### config.mk
export PLATFORM = sky130hd
export DESIGN_NAME = snoop_slave
export DESIGN_NICKNAME = d
export VERILOG_FILES = /design/src/rtl/snoop_pkg.sv /design/src/rtl/snoop_match.sv /design/src/rtl/snoop_lines.sv /design/src/rtl/snoop_slave.sv
export SDC_FILE = /design/constraint.sdc
export NUM_CORES = 1
export LEC_CHECK = 0
export ABC_CLOCK_PERIOD_IN_PS = 4000
export BUFFER_PORTS_ARGS = -buffer_cell sky130_fd_sc_hd__buf_2
export CAP_MARGIN = 0
export CORE_MARGIN = 2
export CORE_UTILIZATION = 40
export DETAILED_ROUTE_END_ITERATION = 7
export GPL_TIMING_DRIVEN = 0
export SLEW_MARGIN = 20
export SYNTH_ARGS = -nofsm -noshare
export SYNTH_HDL_FRONTEND = slang
export SYNTH_SLANG_ARGS = --single-unit
### constraint.sdc
create_clock -name clk -period 4 [get_ports clk]
set_input_delay 1.2 -clock clk [delete_from_list [all_inputs] [get_ports clk]]
set_output_delay 1.2 -clock clk [all_outputs]
set_load 0.01 [all_outputs]
### src/rtl/snoop_pkg.sv
package snoop_pkg;
  typedef enum logic [3:0] {
    OP_FETCH   = 4'd0,
    OP_STORE   = 4'd1,
    OP_SWAP    = 4'd2,
    OP_MAPDIRT = 4'd3,
    OP_INV_V   = 4'd4,
    OP_INV_R   = 4'd5,
    OP_WMAP    = 4'd6,
    OP_RMAP    = 4'd7,
    OP_WMFLAG  = 4'd8
  } op_e;

  typedef struct packed {
    logic va_valid;
    logic ra_valid;
    logic ce_dirty;
    logic shared;
    logic rp_dirty;
  } flags_t;

  typedef enum logic [2:0] {
    S_IDLE, S_FETCH, S_STORE, S_SWAP, S_DELAY, S_MAP
  } st_e;
endpackage

### src/rtl/snoop_match.sv
module snoop_match #(
  parameter int ENTRIES = 4,
  parameter int RP_W    = 8,
  parameter int OFF_W   = 4,
  localparam int IDX_W  = $clog2(ENTRIES)
) (
  input  logic [RP_W-1:0]    ent_rp  [ENTRIES],
  input  logic [OFF_W-1:0]   ent_off [ENTRIES],
  input  logic [ENTRIES-1:0] ent_rav,
  input  logic [RP_W-1:0]    key_rp,
  input  logic [OFF_W-1:0]   key_off,
  output logic               hit,
  output logic [IDX_W-1:0]   hit_idx,
  output logic [ENTRIES-1:0] page_eq
);
  logic [ENTRIES-1:0] line_hit;

  for (genvar i = 0; i < ENTRIES; i++) begin : g_cmp
    assign page_eq[i]  = (ent_rp[i] == key_rp);
    assign line_hit[i] = page_eq[i] && ent_rav[i] && (ent_off[i] == key_off);
  end

  always_comb begin
    hit_idx = '0;
    for (int i = ENTRIES - 1; i >= 0; i--) begin
      if (line_hit[i]) hit_idx = IDX_W'(i);
    end
  end

  assign hit = |line_hit;
endmodule

### src/rtl/snoop_lines.sv
module snoop_lines
  import snoop_pkg::*;
#(
  parameter int ENTRIES = 4,
  parameter int RP_W    = 8,
  parameter int OFF_W   = 4,
  parameter int DW      = 32,
  localparam int IDX_W  = $clog2(ENTRIES)
) (
  input  logic               clk,
  input  logic               rst_n,
  input  logic               fill_en,
  input  logic [IDX_W-1:0]   fill_idx,
  input  logic [RP_W-1:0]    fill_rp,
  input  logic [OFF_W-1:0]   fill_off,
  input  flags_t             fill_flags,
  input  logic [DW-1:0]      fill_w0,
  input  logic [DW-1:0]      fill_w1,
  input  logic [IDX_W-1:0]   upd_idx,
  input  logic               set_shared,
  input  logic               set_ce,
  input  logic               clr_ce,
  input  logic               wr_en,
  input  logic               wr_sel,
  input  logic [DW-1:0]      wr_data,
  input  logic [ENTRIES-1:0] dirty_mask,
  input  logic [ENTRIES-1:0] va_clr_mask,
  input  logic [ENTRIES-1:0] ra_clr_mask,
  output logic [RP_W-1:0]    ent_rp    [ENTRIES],
  output logic [OFF_W-1:0]   ent_off   [ENTRIES],
  output flags_t             ent_flags [ENTRIES],
  output logic [DW-1:0]      ent_w0    [ENTRIES],
  output logic [DW-1:0]      ent_w1    [ENTRIES],
  output logic [ENTRIES-1:0] ra_vec,
  output logic [ENTRIES-1:0] va_vec
);
  for (genvar i = 0; i < ENTRIES; i++) begin : g_ent
    logic sel;
    assign sel       = (upd_idx == IDX_W'(i));
    assign ra_vec[i] = ent_flags[i].ra_valid;
    assign va_vec[i] = ent_flags[i].va_valid;

    always_ff @(posedge clk or negedge rst_n) begin
      if (!rst_n) begin
        ent_rp[i]    <= '0;
        ent_off[i]   <= '0;
        ent_flags[i] <= '0;
        ent_w0[i]    <= '0;
        ent_w1[i]    <= '0;
      end else if (fill_en && fill_idx == IDX_W'(i)) begin
        ent_rp[i]    <= fill_rp;
        ent_off[i]   <= fill_off;
        ent_flags[i] <= fill_flags;
        ent_w0[i]    <= fill_w0;
        ent_w1[i]    <= fill_w1;
      end else begin
        if (dirty_mask[i])       ent_flags[i].rp_dirty <= 1'b1;
        if (va_clr_mask[i])      ent_flags[i].va_valid <= 1'b0;
        if (ra_clr_mask[i])      ent_flags[i].ra_valid <= 1'b0;
        if (sel && set_shared)   ent_flags[i].shared   <= 1'b1;
        if (sel && set_ce)       ent_flags[i].ce_dirty <= 1'b1;
        if (sel && clr_ce)       ent_flags[i].ce_dirty <= 1'b0;
        if (sel && wr_en && !wr_sel) ent_w0[i] <= wr_data;
        if (sel && wr_en &&  wr_sel) ent_w1[i] <= wr_data;
      end
    end
  end

  // a virtual invalidate leaves no targeted entry virtually valid
  p_va_clear_r9: assert property (@(posedge clk) disable iff (!rst_n)
    ((|va_clr_mask) && !fill_en) |=> ((va_vec & $past(va_clr_mask)) == '0));
  // same for the real-valid flag
  p_ra_clear_r9: assert property (@(posedge clk) disable iff (!rst_n)
    ((|ra_clr_mask) && !fill_en) |=> ((ra_vec & $past(ra_clr_mask)) == '0));
endmodule

### src/rtl/snoop_slave.sv
module snoop_slave
  import snoop_pkg::*;
#(
  parameter int ENTRIES = 4,
  parameter int RP_W    = 8,
  parameter int OFF_W   = 4,
  parameter int DW      = 32,
  localparam int IDX_W  = $clog2(ENTRIES),
  localparam int ARG_W  = RP_W + OFF_W
) (
  input  logic             clk,
  input  logic             rst_n,
  input  logic             bus_master,
  input  logic             new_phase,
  input  logic [3:0]       bus_op,
  input  logic [ARG_W-1:0] bus_arg,
  input  logic [DW-1:0]    bus_rdata,
  input  logic             exception_in,
  input  logic             shared_in,
  output logic [DW-1:0]    bus_wdata,
  output logic             bus_drive,
  output logic             shared_out,
  output logic             done,
  input  logic             fill_en,
  input  logic [IDX_W-1:0] fill_idx,
  input  logic [RP_W-1:0]  fill_rp,
  input  logic [OFF_W-1:0] fill_off,
  input  logic [4:0]       fill_flags,
  input  logic [DW-1:0]    fill_w0,
  input  logic [DW-1:0]    fill_w1,
  input  logic [IDX_W-1:0] peek_idx,
  output logic [4:0]       peek_flags,
  output logic [DW-1:0]    peek_w0,
  output logic [DW-1:0]    peek_w1
);
  logic [RP_W-1:0]    ent_rp    [ENTRIES];
  logic [OFF_W-1:0]   ent_off   [ENTRIES];
  flags_t             ent_flags [ENTRIES];
  logic [DW-1:0]      ent_w0    [ENTRIES];
  logic [DW-1:0]      ent_w1    [ENTRIES];
  logic [ENTRIES-1:0] ra_vec, va_vec, page_eq;
  logic [ENTRIES-1:0] dirty_mask, va_clr_mask, ra_clr_mask;
  logic               hit, set_shared, set_ce, clr_ce, wr_en, wr_sel;
  logic [IDX_W-1:0]   hit_idx, upd_idx, cur_idx;

  st_e        st;
  op_e        op;
  logic       np_prev, np_edge, start, busy_edge, pend, shared_seen, extra;
  logic [2:0] ph;
  logic [1:0] left;

  assign op        = op_e'(bus_op);
  assign np_edge   = new_phase && !np_prev;
  assign start     = np_edge && (st == S_IDLE) && !bus_master;
  assign busy_edge = np_edge && (st != S_IDLE);

  snoop_match #(.ENTRIES(ENTRIES), .RP_W(RP_W), .OFF_W(OFF_W)) u_match (
    .ent_rp(ent_rp), .ent_off(ent_off), .ent_rav(ra_vec),
    .key_rp(bus_arg[ARG_W-1:OFF_W]), .key_off(bus_arg[OFF_W-1:0]),
    .hit(hit), .hit_idx(hit_idx), .page_eq(page_eq)
  );

  snoop_lines #(.ENTRIES(ENTRIES), .RP_W(RP_W), .OFF_W(OFF_W), .DW(DW)) u_lines (
    .clk(clk), .rst_n(rst_n),
    .fill_en(fill_en), .fill_idx(fill_idx), .fill_rp(fill_rp), .fill_off(fill_off),
    .fill_flags(flags_t'(fill_flags)), .fill_w0(fill_w0), .fill_w1(fill_w1),
    .upd_idx(upd_idx), .set_shared(set_shared), .set_ce(set_ce), .clr_ce(clr_ce),
    .wr_en(wr_en), .wr_sel(wr_sel), .wr_data(bus_rdata),
    .dirty_mask(dirty_mask), .va_clr_mask(va_clr_mask), .ra_clr_mask(ra_clr_mask),
    .ent_rp(ent_rp), .ent_off(ent_off), .ent_flags(ent_flags),
    .ent_w0(ent_w0), .ent_w1(ent_w1), .ra_vec(ra_vec), .va_vec(va_vec)
  );

  assign peek_flags = ent_flags[peek_idx];
  assign peek_w0    = ent_w0[peek_idx];
  assign peek_w1    = ent_w1[peek_idx];

  // Flag and line updates requested by the current edge
  always_comb begin
    dirty_mask  = '0;
    va_clr_mask = '0;
    ra_clr_mask = '0;
    set_shared  = 1'b0;
    set_ce      = 1'b0;
    clr_ce      = 1'b0;
    wr_en       = 1'b0;
    wr_sel      = 1'b0;
    upd_idx     = cur_idx;
    if (start) begin
      upd_idx = hit_idx;
      case (op)
        OP_STORE: begin dirty_mask = page_eq; clr_ce = hit; end
        OP_SWAP:  begin dirty_mask = page_eq; set_ce = hit; end
        OP_INV_V: va_clr_mask = page_eq;
        OP_INV_R: ra_clr_mask = page_eq;
        default: ;
      endcase
    end else if (busy_edge) begin
      case (st)
        S_FETCH: set_shared = (ph == 3'd2);
        S_STORE: begin wr_en = 1'b1; wr_sel = (ph == 3'd2); end
        S_SWAP:  begin wr_en = (ph >= 3'd3); wr_sel = (ph == 3'd4); end
        default: ;
      endcase
    end
  end

  always_ff @(posedge clk or negedge rst_n) begin
    if (!rst_n) begin
      st          <= S_IDLE;
      np_prev     <= 1'b0;
      pend        <= 1'b0;
      done        <= 1'b0;
      shared_out  <= 1'b0;
      shared_seen <= 1'b0;
      extra       <= 1'b0;
      bus_drive   <= 1'b0;
      bus_wdata   <= '0;
      cur_idx     <= '0;
      ph          <= '0;
      left        <= '0;
    end else begin
      np_prev <= new_phase;
      if (st != S_IDLE && shared_in) shared_seen <= 1'b1;
      if (start) begin
        done        <= 1'b0;
        pend        <= 1'b1;
        bus_drive   <= 1'b0;
        shared_seen <= 1'b0;
        cur_idx     <= hit_idx;
        ph          <= 3'd1;
        left        <= 2'd2;
        extra       <= (op == OP_SWAP) && !hit;
        shared_out  <= hit && (op == OP_FETCH || op == OP_SWAP);
        case (op)
          OP_FETCH:        st <= hit ? S_FETCH : S_DELAY;
          OP_STORE:        st <= hit ? S_STORE : S_DELAY;
          OP_SWAP:         st <= hit ? S_SWAP  : S_DELAY;
          OP_WMAP, OP_RMAP: st <= S_MAP;
          default:         st <= S_IDLE;
        endcase
      end else if (busy_edge) begin
        done      <= 1'b0;
        pend      <= 1'b1;
        bus_drive <= 1'b0;
        ph        <= ph + 3'd1;
        case (st)
          S_FETCH, S_SWAP: begin
            if (ph == 3'd1) begin bus_wdata <= ent_w0[cur_idx]; bus_drive <= 1'b1; end
            if (ph == 3'd2) begin bus_wdata <= ent_w1[cur_idx]; bus_drive <= 1'b1; end
            if ((st == S_FETCH && ph == 3'd2) || ph == 3'd4) st <= S_IDLE;
          end
          S_STORE: if (ph == 3'd2) st <= S_IDLE;
          S_DELAY: begin
            if (left == 2'd1) begin
              if (extra && (shared_seen || shared_in)) begin
                left  <= 2'd2;
                extra <= 1'b0;
              end else begin
                st <= S_IDLE;
              end
            end else begin
              left <= left - 2'd1;
            end
          end
          default: st <= S_IDLE;
        endcase
      end else begin
        if (pend) begin
          done <= 1'b1;
          pend <= 1'b0;
        end
        if (st == S_MAP && exception_in) st <= S_IDLE;
      end
    end
  end

  // done only falls on a phase edge
  p_done_hold_r12: assert property (@(posedge clk) disable iff (!rst_n)
    $fell(done) |-> $past(np_edge));
  // shared_out only rises at a transaction start
  p_shared_start_r12: assert property (@(posedge clk) disable iff (!rst_n)
    $rose(shared_out) |-> $past(np_edge && st == S_IDLE));
  // bus driving begins on a phase edge
  p_drive_edge_r3: assert property (@(posedge clk) disable iff (!rst_n)
    $rose(bus_drive) |-> $past(np_edge));
  // a delayed transaction always has phases left
  p_delay_left_r4: assert property (@(posedge clk) disable iff (!rst_n)
    (st == S_DELAY) |-> (left != 2'd0));
  // while master, an idle edge starts nothing
  p_master_quiet_r13: assert property (@(posedge clk) disable iff (!rst_n)
    (np_edge && bus_master && st == S_IDLE) |=> (st == S_IDLE));
endmodule

==> impl_metrics.ini, run 1 <==
[status]
outcome = finished clean

[logic_synthesis]
yosys.area_share.simple = 0.121
synthMuxAreaShare = 0.261
syn_nets = 2140
ys_seq_area_frac = 0.453
synth_compound_area_frac = 0.103
syn_avg_cell_area_um2 = 10.3
synth_cells = 1995
synth_seq_cells = 373
synth_ff_type = dfrtp_1
yosysWarnings = 0
async_flop_share = 1.00
synth-xor-area-share = 0.0200
synth_edf_count = 0
synthAdderAreaFrac = 0.00303
syn_area_um2 = 20600
netlist-cell-type-count = 51
synth_top_family_by_area = multiplexers

[clock_network]
clock_latency_ns = 0.59
cts_htree_levels = 2
cts_buffers = 44
cts_tree = yes
clock-root-buffer = clkbuf_16
postCtsSetupBuffers = 0
cts-hold-fix-buffers = 0
clkSinkCount = 373
clock_path_buffers = 3
clk_pin_slew_ns = 0.06
post_cts_resized = 22

[timing]
finalSetupViolations = 0
finalHoldViolations = 0
period_share = 0.996
worst_pin_slew_ns = 1.17
fin_crit_ns = 3.98
skew_ns = 0.0230
max_slew_margin = 0.222
worst_slack_ns = 0.0167
slew_violations = 0
rsz0062_at_grt = no
fmax_mhz = 251

[final_layout]
fin_nets = 2398
final_common_cell = nand2_1
drive_above_1_share = 0.210
syn_to_final_growth_pct = 16.6
layout_common_cells = 398 x nand2_1, 373 x dfrtp_1, 231 x buf_2, 225 x mux2i_1, 195 x o21ai_0
final_cells = 2969

[global_routing]
grt_pass1_vias = 17462
overflow = 0
antenna_found_initial = 16
globalRouteTotalUtil = 0.282
grt_pass1_wl_um = 112000
grt_max_degree = 97

[placement]
gp_congestion = 0.883
post-place-ws_ns = -0.819
dp_hpwl_um = 53400
dp_cells = 2887
io_buffers = 208

[critical_path]
arrival_ns = 2.78
endpoint_kind = output port
required_ns = 2.80
cp_max_fo = 10
worstSetupStartpointType = input pin
path_class = in2out

[floorplanning]
dieWidth_um = 231
dieArea_um2 = 53400
std_cell_rows = 83
initial_core_util = 0.404
core_area_um2 = 51100
fp.dieH_um = 231
num_io_pins = 244

[power_and_ir_drop]
vdd_drop_max_uv = 317
p_int_w = 0.00775
p_sw_w = 0.00339
p_leak_nw = 11.1
p_clk_frac = 0.351
powerDensity_nw_per_um2 = 463
switching_share = 0.304
pwr-share-seq = 0.439
pwr-share-comb = 0.209

[hold_path]
hold_class = in2async

[route]
antenna_left = 0
post-route-drc-count = 0
drt_pass1_iterations = 8
wl_per_cell_um = 25.4
routed_wl_um = 75400
dr.first_iter.drc_count = 1846
viasPerCell = 5.90
vias = 17519

[flow_run]
max-cap-violations = 0
-- registers in the layout, indices dropped and copies added (netlist names) --
name / cells
np_prev: 1
u_lines.ent_rp: 32
ph: 3
u_lines.ent_off: 16
u_lines.ent_w0: 128
pend: 1
shared_out: 1
left: 2
done: 1
st: 3
bus_wdata: 32
bus_drive: 1
shared_seen: 1
extra: 1
cur_idx: 2
u_lines.ent_flags: 20
u_lines.ent_w1: 128
-- worst max-delay path: stages --
cell and delay, ns:
clkbuf_2 0.28, clkbuf_1 0.64, mux4_2 0.48, buf_2 0.17
-- synth_stat cells (4+ instances only) --
| cell type | count | area (µm²) |
|---|---|---|
| nand2_1 | 398 | 1490 |
| dfrtp_1 | 373 | 9330 |
| mux2i_1 | 225 | 2250 |
| o21ai_0 | 195 | 976 |
| nor2_1 | 152 | 571 |
| a21oi_1 | 150 | 751 |
| mux4_2 | 133 | 3000 |
| clkbuf_1 | 125 | 469 |
| a31oi_1 | 32 | 200 |
| xor2_1 | 31 | 272 |
| buf_1 | 22 | 82.6 |
| buf_2 | 20 | 100 |
| xnor2_1 | 16 | 140 |
| mux2_2 | 12 | 135 |
| inv_1 | 9 | 33.8 |
| nor4_1 | 9 | 56.3 |
| buf_4 | 7 | 52.6 |
| nor3_1 | 7 | 35.0 |
| and2_1 | 6 | 37.5 |
| buf_6 | 6 | 67.6 |
| nand2b_1 | 6 | 37.5 |
| nor2b_1 | 6 | 37.5 |
| ha_1 | 5 | 62.6 |
| nand3_1 | 5 | 25.0 |
| a21o_1 | 4 | 30.0 |
| a22o_1 | 4 | 35.0 |
-- routing by layer --
layer / up-vias / GRT usage / routed length [µm]
li1: 7573 / - / -
met1: 8807 / 0.373 / 29900
met2: 945 / 0.437 / 34700
met3: 176 / 0.0780 / 7690
met4: 18 / 0.122 / 2940
met5: - / 0 / 127
-- layout make-up --
class	instances	area, µm²
Tap cell	680	851
Antenna cell	8	20.0
Clock buffer	68	1320
Timing Repair Buffer	212	1160
Fill cell	4880	27000
Inverter	9	33.8
Multi-Input combinational cell	1433	10500
Sequential cell	373	9330
Buffer	180	812
Clock inverter	6	37.5
-- cells by family (layout without fill, tap and decap cells) --
group | count (synthesis) | count (layout)
xor+xnor | 47 | 47
flops | 373 | 373
simple gates | 611 | 611
other cells | 0 | 8
buf+inv | 189 | 475
compound gates | 400 | 400
mux | 370 | 370
fa+ha+maj | 5 | 5
-- power groups by stage --
| stage | Clock (W) | Sequential (W) | Combinational [W] |
|---|---|---|---|
| 6_report | 0.00391 | 0.00490 | 0.00233 |
| 3_3_place_gp | 0 | 0.00489 | 0.00226 |
| 2_1_floorplan | 0 | 0.00483 | 0.00145 |
| 3_5_place_dp | 0 | 0.00494 | 0.00233 |
| 4_1_cts | 0.00395 | 0.00488 | 0.00234 |
| 5_1_grt | 0.00413 | 0.00497 | 0.00256 |
-- metrics by stage --
step | cell area [µm²] | setup TNS [ns] | power (W) | util | hold slack (ns)
floorplan | 20600 | 0 | 0.00628 | - | 0.442
global placement | 22500 | -2235.02 | 0.00715 | 0.441 | 0.455
detailed placement | 22600 | -34.92 | 0.00728 | 0.443 | 0.460
CTS | 24000 | 0 | 0.0112 | 0.471 | 0.467
global route | 24000 | 0 | 0.0117 | 0.471 | 0.475
finish | 24100 | 0 | 0.0111 | 0.471 | 0.465
-- path summary, 6_finish.rpt --
check / startpoint / end / slack (ns) / cells past startpoint
min reg2reg: pend / done / 0.47 / 2
min: rst_n / bus_wdata[25] / 0.47 / 1
max reg2reg: ph[0] / u_lines.ent_w1[5] / 0.52 / 10
max in group asynchronous: rst_n / u_lines.ent_w0[100] / 2.33 / 3
max: peek_idx[1] / peek_w1[0] / 0.02 / 4
min in group clk: pend / done / 0.47 / 2
No activity file was read; power rests on OpenSTA's default activity.
==> run 2: changes to the inputs <==
--- a/config.mk
+++ b/config.mk
@@ -12,6 +12,7 @@
 export CORE_UTILIZATION = 40
 export DETAILED_ROUTE_END_ITERATION = 7
 export GPL_TIMING_DRIVEN = 0
+export MAX_ROUTING_LAYER = met4
 export SLEW_MARGIN = 20
 export SYNTH_ARGS = -nofsm -noshare
 export SYNTH_HDL_FRONTEND = slang
==> impl_metrics.ini, run 2 (same netlist as run 1, synthesis figures left out) <==
[status]
outcome = finished clean

[route]
antenna_left = 0
wl_per_cell_um = 25.3
dr.first_iter.drc_count = 1860
viasPerCell = 5.88
vias = 17527
routed_wl_um = 75400
post-route-drc-count = 0
drt_pass1_iterations = 8

[floorplanning]
core_area_um2 = 51100
num_io_pins = 244
initial_core_util = 0.404
std_cell_rows = 83
dieArea_um2 = 53400
dieWidth_um = 231
fp.dieH_um = 231

[power_and_ir_drop]
switching_share = 0.305
pwr-share-seq = 0.439
p_sw_w = 0.00340
vdd_drop_max_uv = 317
pwr-share-comb = 0.210
finalPower_w = 0.0112
p_leak_nw = 11.1
powerDensity_nw_per_um2 = 463
p_clk_frac = 0.352
p_int_w = 0.00775

[final_layout]
syn_to_final_growth_pct = 16.8
reg.largest.list = u_lines.ent_w0: 128 flops, u_lines.ent_w1: 128 flops
regArea_um2 = 9330
n_fill_cell = 4877
final_cells = 2979
layout_common_cells = 398 x nand2_1, 373 x dfrtp_1, 230 x buf_2, 225 x mux2i_1, 195 x o21ai_0
drive_above_1_share = 0.210
fin_nets = 2398
multi_input_area_um2 = 10500
final_common_cell = nand2_1

[critical_path]
endpoint_kind = output port
required_ns = 2.80
cp_slowest_cell = clkbuf_1
path_class = in2out
critPathTopFamily = buffers and inverters
arrival_ns = 2.79
worstSetupStartpointType = input pin
path_cells = clkbuf_2, clkbuf_1, mux4_2, buf_2
slowest_delay_ns = 0.63
path_buf_inv = 3
cp_max_fo = 10

[timing]
fmax_mhz = 250
fin_crit_ns = 3.99
finalSetupViolations = 0
rsz0062_at_grt = no
max_slew_margin = 0.210
skew_ns = 0.0259
finalHoldViolations = 0
period_share = 0.998
worst_pin_slew_ns = 1.18
slew_violations = 0

[placement]
io_buffers = 208
gp_congestion = 0.899
dp_hpwl_um = 53400
dp_cells = 2887

[clock_network]
clk_pin_slew_ns = 0.06
cts_htree_levels = 2
clock-root-buffer = clkbuf_16
clock_latency_ns = 0.59
cts_buffers = 44
clkSinkCount = 373
cts-hold-fix-buffers = 0
clock_path_buffers = 3
postCtsSetupBuffers = 0
cts_tree = yes

[flow_run]
max-cap-violations = 0

[global_routing]
grt_max_degree = 97
antenna_found_initial = 15
met1_usage = 0.374
grt_pass1_wl_um = 112000
top_usage_layer = met2
grt_pass1_vias = 17408
use_met2 = 0.436
overflow = 0
met3_usage = 0.0776
globalRouteTotalUtil = 0.291

[hold_path]
hold_class = in2async
-- run 2: cell types whose count changed in the layout (fill, tap and decap cells not counted), sizes merged --
| cell | change |
|---|---|
| diode | +10 |
| buf | -1 |
| clkdlybuf4s18 | +1 |
-- run 2: metal layers --
layer  wire (µm)  vias to the layer above
met5           0                        -
met4        3000                        0
met3        7950                      187
met2       34800                      946
met1       29600                     8807
li1            -                     7587
-- run 2: worst register-to-register path, cell delays in order (launching register included) --
cell,delay (ns)
dfrtp_1,0.43
inv_1,0.12
ha_1,0.18
nand2_1,0.30
o21ai_0,0.35
nor2b_1,0.47
and2_1,0.20
clkbuf_1,0.21
clkbuf_1,0.78
a21oi_1,0.21
a21oi_1,0.20
-- run 2: power by group through the flow --
stage | Clock, W | Sequential, W | Combinational, W
finish | 0.00392 | 0.00490 | 0.00234
global route | 0.00413 | 0.00497 | 0.00256
CTS | 0.00395 | 0.00488 | 0.00234
detailed placement | 0 | 0.00494 | 0.00233
global placement | 0 | 0.00489 | 0.00226
floorplan | 0 | 0.00483 | 0.00145
-- run 2: path summary, 6_finish.rpt --
kind / start / endpoint / slack [ns] / depth (start not counted)
max in group asynchronous: rst_n / u_lines.ent_rp[24] / 2.31 / 3
min in group clk: pend / done / 0.47 / 2
max reg2reg: ph[0] / u_lines.ent_w1[11] / 0.46 / 10
min reg2reg: pend / done / 0.47 / 2
max: peek_idx[1] / peek_w1[1] / 0.007 / 4
min: rst_n / bus_wdata[25] / 0.46 / 1
-- run 2: what timing repair did --
action | in CTS | in global routing
setup endpoints to repair | 69 | 15
resized for setup | 22 | 6
endpoints found under the hold margin | 0 | 0
-- run 2: layout make-up --
cell class,count,share of cell area
inverters,9,0.00140
well taps,680,0.0353
plain buffers,180,0.0339
clock buffers,68,0.0549
flip-flops and latches,373,0.388
repair buffers,212,0.0482
diodes,18,0.00187
multi-input cells,1433,0.435
clock inverters,6,0.00156
-- run 2: stage by stage --
step | instance area, µm² | hold WS [ns] | utilization | setup TNS (ns) | worst slack, ns
6_report | 24100 | 0.464 | 0.471 | 0 | 0.00671
2_1_floorplan | 20600 | 0.442 | - | 0 | 0.243
3_5_place_dp | 22600 | 0.460 | 0.443 | -34.92 | -0.819
5_1_grt | 24100 | 0.474 | 0.471 | 0 | 0.00132
3_3_place_gp | 22500 | 0.455 | 0.441 | -2235.02 | -5.94
4_1_cts | 24000 | 0.467 | 0.471 | 0 | 0.00165
==> run 3: changes to the inputs <==
--- a/config.mk
+++ b/config.mk
@@ -8,7 +8,7 @@
 export ABC_CLOCK_PERIOD_IN_PS = 4000
 export BUFFER_PORTS_ARGS = -buffer_cell sky130_fd_sc_hd__buf_2
 export CAP_MARGIN = 0
-export CORE_MARGIN = 2
+export CORE_MARGIN = 3
 export CORE_UTILIZATION = 40
 export DETAILED_ROUTE_END_ITERATION = 7
 export GPL_TIMING_DRIVEN = 0
==> impl_metrics.ini, run 3 (same netlist as run 1, synthesis figures left out) <==
[final_layout]
syn_to_final_growth_pct = 17.3
drive_above_1_share = 0.212
fin_nets = 2399
n_fill_cell = 4720
layout_common_cells = 398 x nand2_1, 373 x dfrtp_1, 229 x buf_2, 225 x mux2i_1, 195 x o21ai_0
design_area_um2 = 24200
reg.largest.list = u_lines.ent_w0: 128 flops, u_lines.ent_w1: 128 flops
final_common_cell = nand2_1
final_cells = 2981
utilization = 0.478

[route]
routed_wl_um = 75800
drt_pass1_iterations = 5
antenna_left = 0
dr.first_iter.drc_count = 1988
vias = 17491
wl_per_cell_um = 25.4
viasPerCell = 5.87
post-route-drc-count = 0

[critical_path]
cp_slowest_cell = clkbuf_1
rrSetupSlack_ns = 0.53
required_ns = 2.80
path_class = in2out
worstSetupStartpointType = input pin
cp_max_fo = 10
r2r-start = ph[0]
endpoint_kind = output port
r2r-end = u_lines.ent_w1[12]
rr_worst_depth = 10
arrival_ns = 2.77
slowest_delay_ns = 0.65
path_cells = clkbuf_2, clkbuf_1, mux4_2, buf_2

[floorplanning]
core_area_um2 = 50600
dieArea_um2 = 54300
dieWidth_um = 233
num_io_pins = 244
initial_core_util = 0.408
std_cell_rows = 82
fp.dieH_um = 233

[flow_run]
max-cap-violations = 0

[global_routing]
grt_max_degree = 95
grt_pass1_vias = 17387
grt_pass1_wl_um = 111000
antenna_found_initial = 19
globalRouteTotalUtil = 0.285
overflow = 0

[clock_network]
cts_tree = yes
cts_htree_levels = 2
clock_path_buffers = 3
clk_pin_slew_ns = 0.06
clock_latency_ns = 0.59
clock-root-buffer = clkbuf_16
clkSinkCount = 373
cts-hold-fix-buffers = 0
cts_buffers = 45

[timing]
worst_pin_slew_ns = 1.21
skew_ns = 0.0280
finalSetupViolations = 0
max_slew_margin = 0.191
fin_crit_ns = 3.97
holdWs_ns = 0.425
worst_slack_ns = 0.0289
slew_violations = 0
period_share = 0.993
fmax_mhz = 252
finalHoldViolations = 0

[power_and_ir_drop]
powerDensity_nw_per_um2 = 468
switching_share = 0.302
p_sw_w = 0.00343
p_int_w = 0.00790
p_clk_frac = 0.362
pwr-share-seq = 0.432
p_leak_nw = 11.1
vdd_drop_max_uv = 303
pwr-share-comb = 0.206

[hold_path]
hold_class = in2async

[placement]
dp_hpwl_um = 53600
post-place-ws_ns = -0.953
dp_cells = 2879
gp_congestion = 0.921
place_area_um2 = 22600
io_buffers = 208

[status]
outcome = finished clean
==> run 3: changes by cell type in the layout (fill, tap and decap cells not counted), moves of 2 or more <==
cell | previous run | this run
clkbuf_8 | 11 | 14
clkinv_2 | 4 | 7
clkbuf_16 | 45 | 47
clkbuf_2 | 6 | 4
diode_2 | 18 | 20
==> run 3: routing by layer <==
layer / vias to the layer above / wire length [µm] / GRT usage / share of wire
li1: 7603 / - / - / -
met1: 8765 / 29600 / 0.362 / 0.39
met2: 951 / 35400 / 0.437 / 0.47
met3: 172 / 7800 / 0.0687 / 0.10
met4: 0 / 2970 / 0.122 / 0.039
met5: - / 0 / - / 0
==> run 3: how the worst max path moves through the flow <==
stage	end	depth (start not counted)	start
6_report	peek_w0[21]	4	peek_idx[1]
5_1_grt	peek_w0[21]	4	peek_idx[0]
4_1_cts	peek_w1[1]	4	peek_idx[0]
3_5_place_dp	peek_w1[15]	5	peek_idx[1]
3_3_place_gp	u_lines.ent_off[6]	1	rst_n
2_1_floorplan	peek_w1[22]	4	peek_idx[0]
==> run 3: what timing repair did <==
action | 4_1_cts | 5_1_grt
gates resized for setup | 27 | 6
setup buffers | 0 | 0
endpoints found under the setup margin | 69 | 17
pin swaps | 0 | 0
cloned | 0 | 0
==> run 3: metrics by stage <==
stage | setup TNS [ns] | power (W)
2_1_floorplan | 0 | 0.00628
3_3_place_gp | -2235.46 | 0.00716
3_5_place_dp | -36.25 | 0.00727
4_1_cts | 0 | 0.0114
5_1_grt | -0.00595 | 0.0118
6_report | 0 | 0.0113
==> run 3: power by group through the flow <==
stage               Sequential, W  Combinational, W  Clock, W
finish                    0.00489           0.00234   0.00410
global route              0.00497           0.00255   0.00430
CTS                       0.00488           0.00234   0.00414
detailed placement        0.00494           0.00233         0
global placement          0.00490           0.00226         0
floorplan                 0.00483           0.00145         0
==> run 3: worst max-delay path: cells and delay by family <==
| kind | cells | cell delay (ns) |
|---|---|---|
| buffers and inverters | 3 | 1.09 |
| muxes | 1 | 0.47 |
==> run 3: area by class of cell <==
class,count,area (µm²),share of cell area
tap,672,841,0.0348
buffer,180,820,0.0339
timing repair buffer,212,1160,0.0480
sequential,373,9330,0.386
multi-input combinational,1433,10500,0.433
clock buffer,73,1410,0.0585
antenna,20,50.0,0.00207
clock inverter,9,52.6,0.00217
inverter,9,33.8,0.00140
